**src/rtl/wcg_pkg.sv**
```systemverilog
package wcg_pkg;

    localparam logic [7:0] KEY1_DATA   = 8'hAA;
    localparam logic [7:0] KEY2_DATA   = 8'h55;
    localparam logic [7:0] CODE_ARM    = 8'hA0;
    localparam logic [7:0] CODE_LONG   = 8'h80;
    localparam logic [7:0] CODE_IDIN   = 8'h90;
    localparam logic [7:0] CODE_IDOUT  = 8'hF0;
    localparam logic [7:0] CODE_DISARM = 8'h20;
    localparam logic [7:0] CODE_ERASE  = 8'h10;

    typedef enum logic [2:0] {
        ST_IDLE,
        ST_K1,
        ST_K2,
        ST_L3,
        ST_L4,
        ST_L5
    } seq_state_t;

    typedef enum logic [3:0] {
        TK_NONE,
        TK_KEY1,
        TK_KEY2,
        TK_ARM,
        TK_LONG,
        TK_IDIN,
        TK_IDOUT,
        TK_DISARM,
        TK_ERASE
    } tok_t;

    typedef struct packed {
        seq_state_t st;
        logic       win;
        logic       idm;
        logic       ers;
    } ctl_t;

endpackage

```
**src/rtl/wcg_token.sv**
```systemverilog
module wcg_token
    import wcg_pkg::*;
#(
    parameter int              AW     = 16,
    parameter int              DW     = 8,
    parameter logic [AW-1:0]   KEY_LO = 'h5555,
    parameter logic [AW-1:0]   KEY_HI = 'h2AAA
) (
    input  logic [AW-1:0] addr,
    input  logic [DW-1:0] data,
    output tok_t          tok
);

    localparam int CMP_W = (DW < 8) ? DW : 8;

    logic [7:0] code;

    always_comb begin
        code = '0;
        code[CMP_W-1:0] = data[CMP_W-1:0];
    end

    always_comb begin
        tok = TK_NONE;
        if (addr == KEY_LO) begin
            case (code)
                KEY1_DATA:   tok = TK_KEY1;
                CODE_ARM:    tok = TK_ARM;
                CODE_LONG:   tok = TK_LONG;
                CODE_IDIN:   tok = TK_IDIN;
                CODE_IDOUT:  tok = TK_IDOUT;
                CODE_DISARM: tok = TK_DISARM;
                CODE_ERASE:  tok = TK_ERASE;
                default:     tok = TK_NONE;
            endcase
        end else if (addr == KEY_HI && code == KEY2_DATA) begin
            tok = TK_KEY2;
        end
    end

endmodule

```
**src/rtl/wcg_gap.sv**
```systemverilog
module wcg_gap #(
    parameter int GAP_CYC = 16
) (
    input  logic clk,
    input  logic rst_n,
    input  logic hit,
    output logic expired
);

    localparam int CW = $clog2(GAP_CYC + 1);
    localparam logic [CW-1:0] LIMIT = CW'(GAP_CYC);

    logic [CW-1:0] cnt_d, cnt_q;

    always_comb begin
        cnt_d = cnt_q;
        if (hit) begin
            cnt_d = '0;
        end else if (cnt_q != LIMIT) begin
            cnt_d = cnt_q + 1'b1;
        end
    end

    always_ff @(posedge clk) begin
        if (!rst_n) begin
            cnt_q <= LIMIT;
        end else begin
            cnt_q <= cnt_d;
        end
    end

    assign expired = (cnt_q == LIMIT);

    // the idle counter saturates at the limit and never passes it
    a_r4_cnt_bound : assert property (@(posedge clk) disable iff (!rst_n)
        cnt_q <= LIMIT);

    // a write always restarts the spacing window
    a_r4_hit_clears : assert property (@(posedge clk) disable iff (!rst_n)
        hit |=> !expired);

endmodule

```
**src/rtl/wcg_idrom.sv**
```systemverilog
module wcg_idrom #(
    parameter int            AW  = 16,
    parameter int            DW  = 8,
    parameter logic [DW-1:0] MFR = 'hDA,
    parameter logic [DW-1:0] DEV = 'hC8
) (
    input  logic          id_on,
    input  logic [AW-1:0] rd_addr,
    output logic [DW-1:0] id_data
);

    always_comb begin
        id_data = '0;
        if (id_on) begin
            if (rd_addr == AW'(0)) begin
                id_data = MFR;
            end else if (rd_addr == AW'(1)) begin
                id_data = DEV;
            end
        end
    end

endmodule

```
**src/rtl/wcg_cmd_guard.sv**
```systemverilog
module wcg_cmd_guard
    import wcg_pkg::*;
#(
    parameter int            AW      = 16,
    parameter int            DW      = 8,
    parameter int            GAP_CYC = 16,
    parameter logic [AW-1:0] KEY_LO  = 'h5555,
    parameter logic [AW-1:0] KEY_HI  = 'h2AAA,
    parameter logic [DW-1:0] MFR     = 'hDA,
    parameter logic [DW-1:0] DEV     = 'hC8
) (
    input  logic          clk,
    input  logic          rst_n,
    input  logic          wr_valid,
    input  logic [AW-1:0] wr_addr,
    input  logic [DW-1:0] wr_data,
    input  logic [AW-1:0] rd_addr,
    output logic          prot_on,
    output logic          load_en,
    output logic          erase_start,
    output logic          id_mode,
    output logic [DW-1:0] id_data
);

    tok_t       tok;
    logic       gap_expired;
    ctl_t       ctl_d, ctl_q;
    logic       prot_d;
    logic       prot_q = 1'b1;
    logic       ld_c;
    seq_state_t cur_st;
    logic       win_now;

    wcg_token #(
        .AW     (AW),
        .DW     (DW),
        .KEY_LO (KEY_LO),
        .KEY_HI (KEY_HI)
    ) u_token (
        .addr (wr_addr),
        .data (wr_data),
        .tok  (tok)
    );

    wcg_gap #(
        .GAP_CYC (GAP_CYC)
    ) u_gap (
        .clk     (clk),
        .rst_n   (rst_n),
        .hit     (wr_valid),
        .expired (gap_expired)
    );

    wcg_idrom #(
        .AW  (AW),
        .DW  (DW),
        .MFR (MFR),
        .DEV (DEV)
    ) u_idrom (
        .id_on   (ctl_q.idm),
        .rd_addr (rd_addr),
        .id_data (id_data)
    );

    always_comb begin
        cur_st    = gap_expired ? ST_IDLE : ctl_q.st;
        win_now   = ctl_q.win && !gap_expired;
        ctl_d     = ctl_q;
        ctl_d.st  = cur_st;
        ctl_d.win = win_now;
        ctl_d.ers = 1'b0;
        prot_d    = prot_q;
        ld_c      = 1'b0;
        if (wr_valid) begin
            case (cur_st)
                ST_IDLE: begin
                    if (tok == TK_KEY1) begin
                        ctl_d.st = ST_K1;
                    end else begin
                        ld_c = !ctl_q.idm && (!prot_q || win_now);
                    end
                end
                ST_K1: begin
                    ctl_d.st = (tok == TK_KEY2) ? ST_K2 : ST_IDLE;
                end
                ST_K2: begin
                    ctl_d.st = ST_IDLE;
                    case (tok)
                        TK_ARM: begin
                            prot_d    = 1'b1;
                            ctl_d.win = 1'b1;
                        end
                        TK_LONG:  ctl_d.st  = ST_L3;
                        TK_IDIN:  ctl_d.idm = 1'b1;
                        TK_IDOUT: ctl_d.idm = 1'b0;
                        default:  ctl_d.st  = ST_IDLE;
                    endcase
                end
                ST_L3: begin
                    ctl_d.st = (tok == TK_KEY1) ? ST_L4 : ST_IDLE;
                end
                ST_L4: begin
                    ctl_d.st = (tok == TK_KEY2) ? ST_L5 : ST_IDLE;
                end
                ST_L5: begin
                    ctl_d.st = ST_IDLE;
                    if (tok == TK_DISARM) begin
                        prot_d    = 1'b0;
                        ctl_d.win = 1'b0;
                    end else if (tok == TK_ERASE) begin
                        ctl_d.ers = 1'b1;
                    end
                end
                default: ctl_d.st = ST_IDLE;
            endcase
        end
    end

    always_ff @(posedge clk) begin
        if (!rst_n) begin
            ctl_q <= '{st: ST_IDLE, win: 1'b0, idm: 1'b0, ers: 1'b0};
        end else begin
            ctl_q <= ctl_d;
        end
    end

    // guard bit models non-volatile storage: no reset term
    always_ff @(posedge clk) begin
        prot_q <= prot_d;
    end

    assign prot_on     = prot_q;
    assign load_en     = ld_c;
    assign erase_start = ctl_q.ers;
    assign id_mode     = ctl_q.idm;

    // the erase strobe lasts one cycle
    a_r6_erase_pulse : assert property (@(posedge clk) disable iff (!rst_n)
        erase_start |=> !erase_start);

    // an erase strobe follows a final erase code write
    a_r6_erase_cause : assert property (@(posedge clk) disable iff (!rst_n)
        $rose(erase_start) |-> $past(wr_valid && wr_addr == KEY_LO && wr_data == DW'(CODE_ERASE)));

    // the guard only drops after a disarm code write
    a_r5_disarm_cause : assert property (@(posedge clk) disable iff (!rst_n)
        $fell(prot_on) |-> $past(wr_valid && wr_addr == KEY_LO && wr_data == DW'(CODE_DISARM)));

    // the guard only rises after an arm code write
    a_r3_arm_cause : assert property (@(posedge clk) disable iff (!rst_n)
        $rose(prot_on) |-> $past(wr_valid && wr_addr == KEY_LO && wr_data == DW'(CODE_ARM)));

    // a guarded load needs a live spacing window
    a_r2_guarded_load : assert property (@(posedge clk) disable iff (!rst_n)
        (load_en && prot_on) |-> !gap_expired);

    // identification mode blocks page loads
    a_r9_id_blocks : assert property (@(posedge clk) disable iff (!rst_n)
        id_mode |-> !load_en);

    // a load enable only accompanies a write cycle
    a_r3_load_needs_write : assert property (@(posedge clk) disable iff (!rst_n)
        load_en |-> wr_valid);

endmodule

```
**config.mk**
```make
export PLATFORM = sky130hd
export DESIGN_NAME = wcg_cmd_guard
export DESIGN_NICKNAME = d
export VERILOG_FILES = /design/src/rtl/wcg_pkg.sv /design/src/rtl/wcg_token.sv /design/src/rtl/wcg_gap.sv /design/src/rtl/wcg_idrom.sv /design/src/rtl/wcg_cmd_guard.sv
export SDC_FILE = /design/constraint.sdc
export NUM_CORES = 1
export LEC_CHECK = 0
export ABC_CLOCK_PERIOD_IN_PS = 2000
export BUFFER_PORTS_ARGS = -buffer_cell sky130_fd_sc_hd__buf_2
export CORE_MARGIN = 1
export CORE_UTILIZATION = 42
export CTS_CLUSTER_DIAMETER = 200
export DETAILED_ROUTE_END_ITERATION = 16
export GPL_TIMING_DRIVEN = 0
export MAX_ROUTING_LAYER = met4
export PLACE_DENSITY = 0.76
export SYNTH_ARGS = -nofsm -noshare
export SYNTH_HDL_FRONTEND = slang
export SYNTH_SLANG_ARGS = --single-unit
```
**constraint.sdc**
```tcl
create_clock -name clk -period 2 [get_ports clk]
set_clock_uncertainty 0.05 [all_clocks]
set_input_delay 0.3 -clock clk [delete_from_list [all_inputs] [get_ports clk]]
set_output_delay 0.3 -clock clk [all_outputs]
set_load 0.01 [all_outputs]
```
==> out/metrics.cfg <==
[route]
antenna_left=0
wirelength_microns=3302
vias=1369
drt-initial-drc-count=30
dr.pass1.iters=4
wl_per_cell_microns=14.05
drc=0
vias_per_cell=5.826

[global_route]
grt_overflow_total=0
grt_first_pass_wirelength_microns=4974
grt_pass1_vias=1261
antenna_found_initial=0
grt_max_degree=11
track_usage=0.2301

[place]
dp.cells=226
hpwl_microns=2530
numPortBuffers=46
dp_slack_ps=-267.1
place.gp.congestion=0.8430

[logic_synthesis]
synth_xor_area_frac=0.02979
syn_inst=148
postSynthAreaPerCell_sq_um=7.947
synth_area_leaders=dfxtp_1 (19%), nor4bb_1 (7.7%), nor2_1 (4.1%)
yosys-mux-area-fraction=0
synth_top_family_by_area=simple AND/OR/NAND/NOR gates
ys_async_sr_fraction=0
synth-edff-count=1
netlist_area_sq_um=1176
synth_simple_gate_area_frac=0.3989
synth_compound_area_frac=0.2287
synth_top_area_share=0.1872
synth_cell_types=52
yosysMostFrequentCell=nor2_1
yosysTopAreaCell=dfxtp_1
synthTopCellsByCount=nor2_1 (13), dfxtp_1 (11), inv_1 (9), nor4bb_1 (9), nand3_1 (7)
synthFlopType=dfxtp_1
synth.yosys.seq_area_share=0.2128
ys_warn_count=0
synth_seq_cells=12
synthAdderAreaFrac=0.02128

[sta]
rsz0062_at_grt=yes
setup_viol=1
min_period_over_period=1.033
fin_tns_setup_ps=-65.88
holdWs_ps=318.3
hold_violations=0
timing.fmax_mhz=484.1
maxSlewViolCount=0
fin_ws_ps=-65.88
min_period_ps=2066

[worst_hold_path]
hp-class=in -> reg

[cts]
cts_tree=built
cts.clk_slew.worst_paths_ps=70
clock_latency_ps=270
cts_sinks=12
cts.path.max_buffers=2
cts_buffers=3
cts_root_buf=clkbuf_4
htreeDepth=1

[cells_and_area]
instances_no_fill=235
finalNetCount=251
fin_util=0.6506
layout-drive-gt1-share=0.4683
syn_to_final_growth_pct=42.02
antenna-diode-count=0

[critical_path]
crit_path_top_delay_cell=or4_4
cp_cell_sequence=buf_8 -> or4_4 -> a211oi_4 -> o21ai_1 -> o31a_1 -> buf_6
crit_path_end_kind=output port
worst-setup-path-type=in -> out
crit_start=wr_data[0]
crit_end=load_en
worst-path-buf-inv=2
path_delay_family=compound AO/OA/AOI/OAI gates
cp.depth=6
worstSetupStartpointType=primary input
worst_ep_required_time_ps=1650
r2r_slack_ps=180
crit_arrival_ps=1720
crit_path_max_incr_delay_ps=590
reg2reg_from=u_gap.cnt_q[0]
reg2regPathDepth=7
regToRegEndpoint=prot_on
crit_fanout=4

[floorplan]
io_pins=55
start_util=0.4581
design.die.area_sq_um=3016
die_h_microns=54.92
num_rows=18
coreArea_sq_um=2567
die_w_microns=54.92

[pwr]
powerDensity_nw_per_um2=354.5
peakVddDrop_mv=0.4381
p_leak_nw=0.6928

[status]
violations=negative setup slack
status=complete, but fails checks

[run]
max_cap_violations=0

logic make-up after synthesis:
kind of cell / count (synthesis)
AOI/OAI and AO/OA: 33
buffers and inverters: 24
xor gates and xnor gates: 4
DFF: 12
adders and majority gates: 2
other: 1
and+or+nand+nor: 72
worst reg2reg max path: stages (launching register included):
cell and delay (ps):
dfxtp_4 370, inv_2 50, ha_4 160, nand4bb_4 140
and3_1 230, and3_1 280, nand3_4 110, a21boi_2 150
worst min-delay path by stage:
stage / depth (start not counted) / end / startpoint / slack, ps
CTS: 3 / erase_start / wr_valid / 320
finish: 3 / erase_start / wr_valid / 320
global route: 2 / u_gap.cnt_q[4] / wr_valid / 340
floorplan: 2 / u_gap.cnt_q[1] / u_gap.cnt_q[1] / 410
detailed placement: 2 / u_gap.cnt_q[1] / u_gap.cnt_q[1] / 450
global placement: 2 / u_gap.cnt_q[1] / u_gap.cnt_q[1] / 430
stage by stage:
step / power (W) / instance area (sq um)
global route: 0.0006240 / 1670
finish: 0.0005922 / 1670
CTS: 0.0005869 / 1595
global placement: 0.0003715 / 1455
floorplan: 0.0003215 / 1187
detailed placement: 0.0003780 / 1455
layer usage:
layer | track usage | routed length, microns | up-vias
met4 | 0.09583 | 51 | 0
met3 | 0.02732 | 152 | 6
li1 | - | - | 658
met5 | - | 0 | -
met2 | 0.4458 | 1811 | 54
met1 | 0.2284 | 1288 | 651
timing repair:
item / CTS / global route
endpoints found under the setup margin: 4 / 5
pin swaps: 9 / 8
hold buffers: 0 / 0
gates resized for setup: 19 / 14
buffers inserted: 6 / 3
flip-flops by register name, summed over array words and instances, names as in the netlist:
register     flops
erase_start      1
u_gap.cnt_q      5
id_mode          1
prot_on          1
ctl_q            4
report_power, final:
| part | internal (W) | total (W) | switching [W] |
|---|---|---|---|
| Clock | 0.000111 | 0.000190 | 0.0000798 |
| Sequential | 0.000243 | 0.000247 | 0.00000425 |
| Combinational | 0.0000803 | 0.000154 | 0.0000741 |
final cells by class:
type | count | area [sq um]
repair buffers | 55 | 320.3
multi-input cells | 114 | 914.6
flip-flops and latches | 12 | 259.0
clock buffers | 4 | 36.28
fillers | 224 | 897.1
inverters | 9 | 33.78
plain buffers | 11 | 68.82
well taps | 30 | 37.54
layout by cell type (no fill, tap or decap), types with 6 or more instances in the layout:
| cell | n |
|---|---|
| buf_2 | 46 |
| buf_4 | 15 |
| dfxtp_1 | 8 |
| inv_1 | 7 |
| nand2_1 | 6 |
| nand3_1 | 7 |
| nor2_1 | 13 |
| nor4bb_1 | 7 |
Power figures use the tool's default switching activity.
